<file path="config.mk">
export PLATFORM = sky130hd
export DESIGN_NAME = carry_skip_adder
export DESIGN_NICKNAME = d
export VERILOG_FILES = /design/src/rtl/csa_pkg.sv /design/src/rtl/csa_pg_gen.sv /design/src/rtl/csa_cs_cell.sv /design/src/rtl/csa_group.sv /design/src/rtl/carry_skip_adder.sv
export SDC_FILE = /design/constraint.sdc
export NUM_CORES = 1
export LEC_CHECK = 0
export ABC_AREA = 1
export ABC_CLOCK_PERIOD_IN_PS = 8900
export BUFFER_PORTS_ARGS = -buffer_cell sky130_fd_sc_hd__buf_2
export CAP_MARGIN = 10
export CORE_MARGIN = 2
export CORE_UTILIZATION = 40
export DETAILED_ROUTE_END_ITERATION = 10
export MAX_ROUTING_LAYER = met4
export PLACE_DENSITY_LB_ADDON = 0.08
export SYNTH_ARGS = -nofsm -noshare
export SYNTH_HDL_FRONTEND = slang
export SYNTH_SLANG_ARGS = --single-unit
</file>
<file path="constraint.sdc">
create_clock -name vclk -period 8.9
set_clock_uncertainty 0.2 [all_clocks]
set_input_delay 0.445 -clock vclk [all_inputs]
set_output_delay 0.445 -clock vclk [all_outputs]
set_load 0.02 [all_outputs]
</file>
<file path="src/rtl/csa_pkg.sv">
`timescale 1ns/1ps
// Package: shared defaults and helpers for the carry-skip adder.
// Assumes: nothing beyond a standard elaboration environment.
package csa_pkg;
    // Default word width and skip group width.
    localparam int unsigned CSA_WIDTH_DEF = 16;
    localparam int unsigned CSA_GRP_DEF   = 4;

    // Per-bit carry terms, kept together where a cell consumes both.
    typedef struct packed {
        logic gen;
        logic prop;
    } csa_pg_t;

    // Number of skip groups for a given word and group width.
    function automatic int unsigned csa_groups(input int unsigned w, input int unsigned m);
        return w / m;
    endfunction
endpackage

</file>
<file path="src/rtl/csa_pg_gen.sv">
`timescale 1ns/1ps
// Module: csa_pg_gen
// Forms generate (a AND b) and propagate (a XOR b) for every bit at once.
// Assumes: operands are stable; no ordering between bits.
module csa_pg_gen #(
    parameter int unsigned WIDTH = csa_pkg::CSA_WIDTH_DEF
) (
    input  logic [WIDTH-1:0] op_a,
    input  logic [WIDTH-1:0] op_b,
    output logic [WIDTH-1:0] gen,
    output logic [WIDTH-1:0] prop
);
    genvar i;
    generate
        for (i = 0; i < WIDTH; i++) begin : g_bit
            // One bit's generate and propagate terms.
            always_comb begin
                gen[i]  = op_a[i] & op_b[i];
                prop[i] = op_a[i] ^ op_b[i];
            end
        end
    endgenerate
endmodule

</file>
<file path="src/rtl/csa_cs_cell.sv">
`timescale 1ns/1ps
// Module: csa_cs_cell
// A single carry/sum cell: sum = p ^ c_in, c_out = g | (p & c_in).
// Assumes: p and g come from the same operand bit.
module csa_cs_cell (
    input  csa_pkg::csa_pg_t pg,
    input  logic             c_in,
    output logic             s,
    output logic             c_out
);
    // Sum and carry of one bit position.
    always_comb begin
        s     = pg.prop ^ c_in;
        c_out = pg.gen | (pg.prop & c_in);
    end
endmodule

</file>
<file path="src/rtl/csa_group.sv">
`timescale 1ns/1ps
// Module: csa_group
// A GRP-bit ripple chain whose carry-out is chosen by a 2:1 selector:
// the group carry-in when every propagate bit is set, else the rippled carry.
// Assumes: GRP >= 1; gen/prop are ordered LSB first.
module csa_group #(
    parameter int unsigned GRP = csa_pkg::CSA_GRP_DEF
) (
    input  logic [GRP-1:0] gen,
    input  logic [GRP-1:0] prop,
    input  logic           c_in,
    output logic [GRP-1:0] s,
    output logic           c_ripple,
    output logic           skip,
    output logic           c_out
);
    logic [GRP:0] chain;

    // The chain starts at the group carry-in.
    always_comb chain[0] = c_in;

    genvar i;
    generate
        for (i = 0; i < GRP; i++) begin : g_cell
            csa_pkg::csa_pg_t pg_i;
            // Pack this bit's terms for the cell.
            always_comb pg_i = '{gen: gen[i], prop: prop[i]};
            csa_cs_cell u_cell (
                .pg    (pg_i),
                .c_in  (chain[i]),
                .s     (s[i]),
                .c_out (chain[i+1])
            );
        end
    endgenerate

    // Skip condition and the carry selector.
    always_comb begin
        c_ripple = chain[GRP];
        skip     = &prop;
        c_out    = skip ? c_in : c_ripple;
    end
endmodule

</file>
<file path="src/rtl/carry_skip_adder.sv">
`timescale 1ns/1ps
// Module: carry_skip_adder (top)
// Combinational WIDTH-bit adder made of WIDTH/GRP ripple groups, each with
// a skip selector; group carries are chained from cin to cout.
// Assumes: GRP divides WIDTH; inputs are known values.
module carry_skip_adder #(
    parameter int unsigned WIDTH = csa_pkg::CSA_WIDTH_DEF,
    parameter int unsigned GRP   = csa_pkg::CSA_GRP_DEF
) (
    input  logic [WIDTH-1:0] a,
    input  logic [WIDTH-1:0] b,
    input  logic             cin,
    output logic [WIDTH-1:0] sum,
    output logic             cout
);
    localparam int unsigned NGRP = csa_pkg::csa_groups(WIDTH, GRP);

    logic [WIDTH-1:0] gen;
    logic [WIDTH-1:0] prop;
    logic [NGRP:0]    gchain;
    logic [NGRP-1:0]  grp_cin;
    logic [NGRP-1:0]  grp_cout;
    logic [NGRP-1:0]  grp_skip;
    logic [NGRP-1:0]  grp_rip;

    csa_pg_gen #(.WIDTH(WIDTH)) u_pg (
        .op_a (a),
        .op_b (b),
        .gen  (gen),
        .prop (prop)
    );

    // The chain of group carries starts at the external carry-in.
    always_comb gchain[0] = cin;

    genvar k;
    generate
        for (k = 0; k < NGRP; k++) begin : g_grp
            csa_group #(.GRP(GRP)) u_grp (
                .gen      (gen[k*GRP +: GRP]),
                .prop     (prop[k*GRP +: GRP]),
                .c_in     (gchain[k]),
                .s        (sum[k*GRP +: GRP]),
                .c_ripple (grp_rip[k]),
                .skip     (grp_skip[k]),
                .c_out    (gchain[k+1])
            );
        end
    endgenerate

    // Group-boundary carries are made visible, and the final carry is taken out.
    always_comb begin
        grp_cin  = gchain[NGRP-1:0];
        grp_cout = gchain[NGRP:1];
        cout     = gchain[NGRP];
    end
endmodule

</file>
# Yosys cells after proc, flatten, opt, wreduce, memory -nomap -nowiden
# Cells that the tools add are included.
[totals] output_inout_bits=17 inputBits=33 register_bits=0
[classes] n_mux=4 n_bitwise=80 reduce_logical=4
[ops] operator="AND 1 bit" count=32
[ops] operator="XOR 1 bit" count=32
[ops] operator="bitwise OR 1 bit" count=16
[ops] operator="AND reduction 4 bit" count=4
[ops] operator="2-to-1 mux 1 bit" count=4

# Depth between registers and ports, before layout
[logic_depth] ltp_word=37 depth_mapped=27 mapped_depth_nobuf=27

# Hierarchy
# A second synthesis with hierarchy kept.
[hier_totals] cells_unflattened=104 area_unflattened_um2=685.7
[modules_own_cells] mod="csa_cs_cell" instances=16 seq_area_each_um2=0.0 cells_each=4 area_each_um2=23.8
[modules_own_cells] mod="csa_pg_gen" instances=1 seq_area_each_um2=0.0 cells_each=16 area_each_um2=200.2
[modules_own_cells] mod="csa_group" instances=4 seq_area_each_um2=0.0 cells_each=6 area_each_um2=26.3

# Worst setup path before layout
# No wires, ideal clock.
[synth_timing] path_kind="input -> output" start="input port a[0]" end="output port sum[15]" arrival_ps=7472 cell_stages=27 setup_slack_ps=783 n_path_buf=1 cell_sequence="inv_1 fa_1 inv_1 fa_1 fa_1 fa_1 o21bai_2 and2_2 fa_1 fa_1 fa_1 fa_1 o21ai_1 nand2_1 fa_1 fa_1 fa_1 fa_1 or2_1 and2_1 fa_1 fa_1 fa_1 inv_1 fa_1 inv_1 buf_4"
[synth_between] elab_chain_len=35 elab_cells_between_ends=37
[synth_rtl] element="start, declared" line_no="carry_skip_adder.sv:10" source="input logic [WIDTH-1:0] a,"
[synth_rtl] element="XOR 1 bit" line_no="csa_pg_gen.sv:19" source="prop[i] = op_a[i] ^ op_b[i];"
[synth_rtl] element="AND 1 bit" line_no="csa_cs_cell.sv:14" source="c_out = pg.gen | (pg.prop & c_in);"
[synth_rtl] element="bitwise OR 1 bit" line_no="csa_cs_cell.sv:14"
[synth_rtl] element="AND 1 bit" line_no="csa_cs_cell.sv:14"
[synth_rtl] element="bitwise OR 1 bit" line_no="csa_cs_cell.sv:14"
[synth_rtl] element="AND 1 bit" line_no="csa_cs_cell.sv:14"
[synth_rtl] element="bitwise OR 1 bit" line_no="csa_cs_cell.sv:14"
[synth_rtl] element="AND 1 bit" line_no="csa_cs_cell.sv:14"
[synth_rtl] element="(+19 left out)"
[synth_rtl] element="2-to-1 mux 1 bit *" line_no="csa_group.sv:41" source="c_out = skip ? c_in : c_ripple;"
[synth_rtl] element="AND 1 bit *" line_no="csa_cs_cell.sv:14"
[synth_rtl] element="bitwise OR 1 bit *" line_no="csa_cs_cell.sv:14"
[synth_rtl] element="AND 1 bit *" line_no="csa_cs_cell.sv:14"
[synth_rtl] element="bitwise OR 1 bit *" line_no="csa_cs_cell.sv:14"
[synth_rtl] element="AND 1 bit *" line_no="csa_cs_cell.sv:14"
[synth_rtl] element="bitwise OR 1 bit *" line_no="csa_cs_cell.sv:14"
[synth_rtl] element="XOR 1 bit *" line_no="csa_cs_cell.sv:13" source="s = pg.prop ^ c_in;"
[synth_rtl] element="end, declared" line_no="carry_skip_adder.sv:13" source="output logic [WIDTH-1:0] sum,"
# Every way passes the cells marked *; elsewhere a longest branch is shown, timed or not.

# Final worst setup path
# Ends and elaborated chain as after synthesis.

==> flow_metrics.py <==
metrics = {
    "global_route": {
        "grt_max_degree": 3,
        "track_usage_pct": 10.4,
        "grt_util_met1_pct": 11.4,
        "grt_pass1_wl_um": 2040,
        "grtUsageMet3_pct": 0.617,
        "grtUsageMet2_pct": 21.5,
        "globalRouteOverflowTotal": 0,
        "busiest_layer": "met2",
        "antenna_found_initial": 0,
        "grt_pass1_vias": 547,
    },
    "die": {
        "start_util_pct": 41.6,
        "die_area_um2": 2370,
        "core.rowCount": 16,
        "fp.dieW_um": 48.7,
        "die_h_um": 48.7,
        "core_area_um2": 1920,
        "boundaryPins": 50,
    },
    "sta": {
        "setup-tns-final_ns": 0,
        "setup_ws_ns": 0.409,
        "period_minus_slack_ns": 8.49,
        "maxSlewHeadroom_pct": 90.3,
        "rsz0062_at_grt": "no",
        "finalSetupViolCount": 0,
        "slew_violations": 0,
        "tightest_slew_ns": 0.146,
        "finalCritPeriodShare_pct": 95.4,
        "max_freq_mhz": 118,
        "hold_violations": 0,
    },
    "synthesis": {
        "synth_fp_nets": 145,
        "synth_top_area_share_pct": 40.1,
        "synth_cells": 80,
        "yosys-top-cells-area": "fa_1 40%, ha_1 25%, buf_4 15%, inv_1 4.7%, nand2_1 4.2%",
        "yosysTopAreaCell": "fa_1",
        "post_synth_num_cell_types": 16,
        "yosys_warnings": 0,
        "synth_commonest_cells": "16 x buf_4, 16 x fa_1, 16 x ha_1, 10 x inv_1, 9 x nand2_1",
        "ys_seq_area_share_pct": 0,
        "avgSynthCellArea_um2": 9.99,
        "synth_area_um2": 800,
    },
    "route": {
        "first_iter_violations": 0,
        "route.detailed.drc": 0,
        "wl_per_cell_um": 8.42,
        "vias": 574,
        "routed_via_density": 4.07,
        "dr.pass1.iters": 1,
        "ant_nets": 0,
        "wl_um": 1190,
    },
    "pwr": {
        "power.density_nw_per_um2": 77.2,
        "seqPwrFrac_pct": 0,
        "p_sw_share_pct": 61.1,
        "p_sw_mw": 0.0456,
        "pwr-share-clk_pct": 0,
        "power_frac_comb_pct": 100.0,
        "ir_worst_vdd_mv": 0.0401,
        "p_leak_nw": 0.543,
        "p_int_mw": 0.0290,
    },
    "final_layout": {
        "clock_buffers": 0,
        "diodes": 0,
        "regArea_um2": 0,
        "drive_gt1_share_pct": 50.0,
        "num-nets-final": 181,
        "design.seq.count": 0,
        "syn2layout_area_growth_pct": 21.0,
        "nFillCells": 202,
    },
    "placement": {
        "place_hpwl_um": 1160,
        "place_congestion": 0.669,
        "post-place-ws_ns": 0.281,
        "io_buffers": 50,
    },
    "min_path": {
        "hold_class": "in -> out",
    },
    "clock_network": {
        "postCtsSetupBuffers": 0,
        "holdBufCountCts": 0,
        "postCtsResizedCells": 0,
    },
    "setup_path": {
        "critPathLaunchType": "input port",
        "endpoint_kind": "output port",
        "cp_data_arrival_time_ns": 7.85,
        "crit_type": "in -> out",
        "crit_fanout": 2,
        "required_ns": 8.26,
    },
    "flow_run": {
        "maxCapViolCount": 0,
    },
    "run_status": {
        "status": "completed",
    },
}
[placed cells by master (no fill, tap or decap)]
cell type and n:
o21ai_2 1, ha_1 16, and2_2 1, nand4_1 1, inv_1 10, and2_1 1
fa_1 16, nand2_1 9, or2_1 1, buf_2 50, nand3_2 2, nor2_1 2
nor2_2 1, or2_2 1, o21bai_2 1, nand3_1 1
[cell type report]
| class | instances | area, um^2 | share of cell area, % |
|---|---|---|---|
| well taps | 27 | 33.8 | 3.49 |
| inverters | 10 | 37.5 | 3.88 |
| repair buffers | 50 | 250 | 25.9 |
| multi-input cells | 54 | 646 | 66.8 |
[cell families after synthesis]
| family | share of synthesized area [%] |
|---|---|
| buffers and inverters | 19.7 |
| AO/OA/AOI/OAI | 2.03 |
| adder cells (fa/ha/maj) | 65.1 |
| AND/OR/NAND/NOR | 13.1 |
[worst max-delay path, cell delays in order]
cell	delay (ns)
buf_2	0.10
inv_1	0.07
fa_1	0.16
inv_1	0.05
fa_1	0.38
fa_1	0.39
fa_1	0.36
o21bai_2	0.20
and2_2	0.18
fa_1	0.38
fa_1	0.40
fa_1	0.39
fa_1	0.39
o21ai_2	0.09
nand2_1	0.09
fa_1	0.38
fa_1	0.38
fa_1	0.39
fa_1	0.37
or2_1	0.25
and2_1	0.17
fa_1	0.37
fa_1	0.39
fa_1	0.37
inv_1	0.07
fa_1	0.40
inv_1	0.06
buf_2	0.15
[layer usage]
metal  up-vias  part of all wire [%]
li1        289                     -
met1       264                    35
met2        21                    57
met3         0                   7.2
met4         0                     0
met5         -                     0
[stage by stage]
stage	utilization, %	cell area [um^2]	instances	power [mW]	hold slack, ns
floorplan	-	800	80	0.0668	0.953
detailed placement	50.1	963	141	0.0759	1.09
global route	50.3	967	141	0.0845	1.11
global placement	50.1	963	141	0.0747	1.09
CTS	50.1	963	141	0.0764	1.09
finish	50.3	967	141	0.0746	1.09
[path summary, 6_finish.rpt]
check | from | to | slack [ns] | cells past startpoint
worst max-delay path | a[0] | sum[15] | 0.41 | 28
worst min-delay path | b[14] | sum[14] | 1.09 | 3
[power groups by stage]
| stage | logic [mW] | clock network (mW) | registers [mW] |
|---|---|---|---|
| after detailed placement | 0.0759 | 0 | 0 |
| after floorplan | 0.0668 | 0 | 0 |
| after global placement | 0.0747 | 0 | 0 |
| after CTS | 0.0764 | 0 | 0 |
| after global routing | 0.0845 | 0 | 0 |
| final | 0.0746 | 0 | 0 |
(Power assumes the default switching activity.)
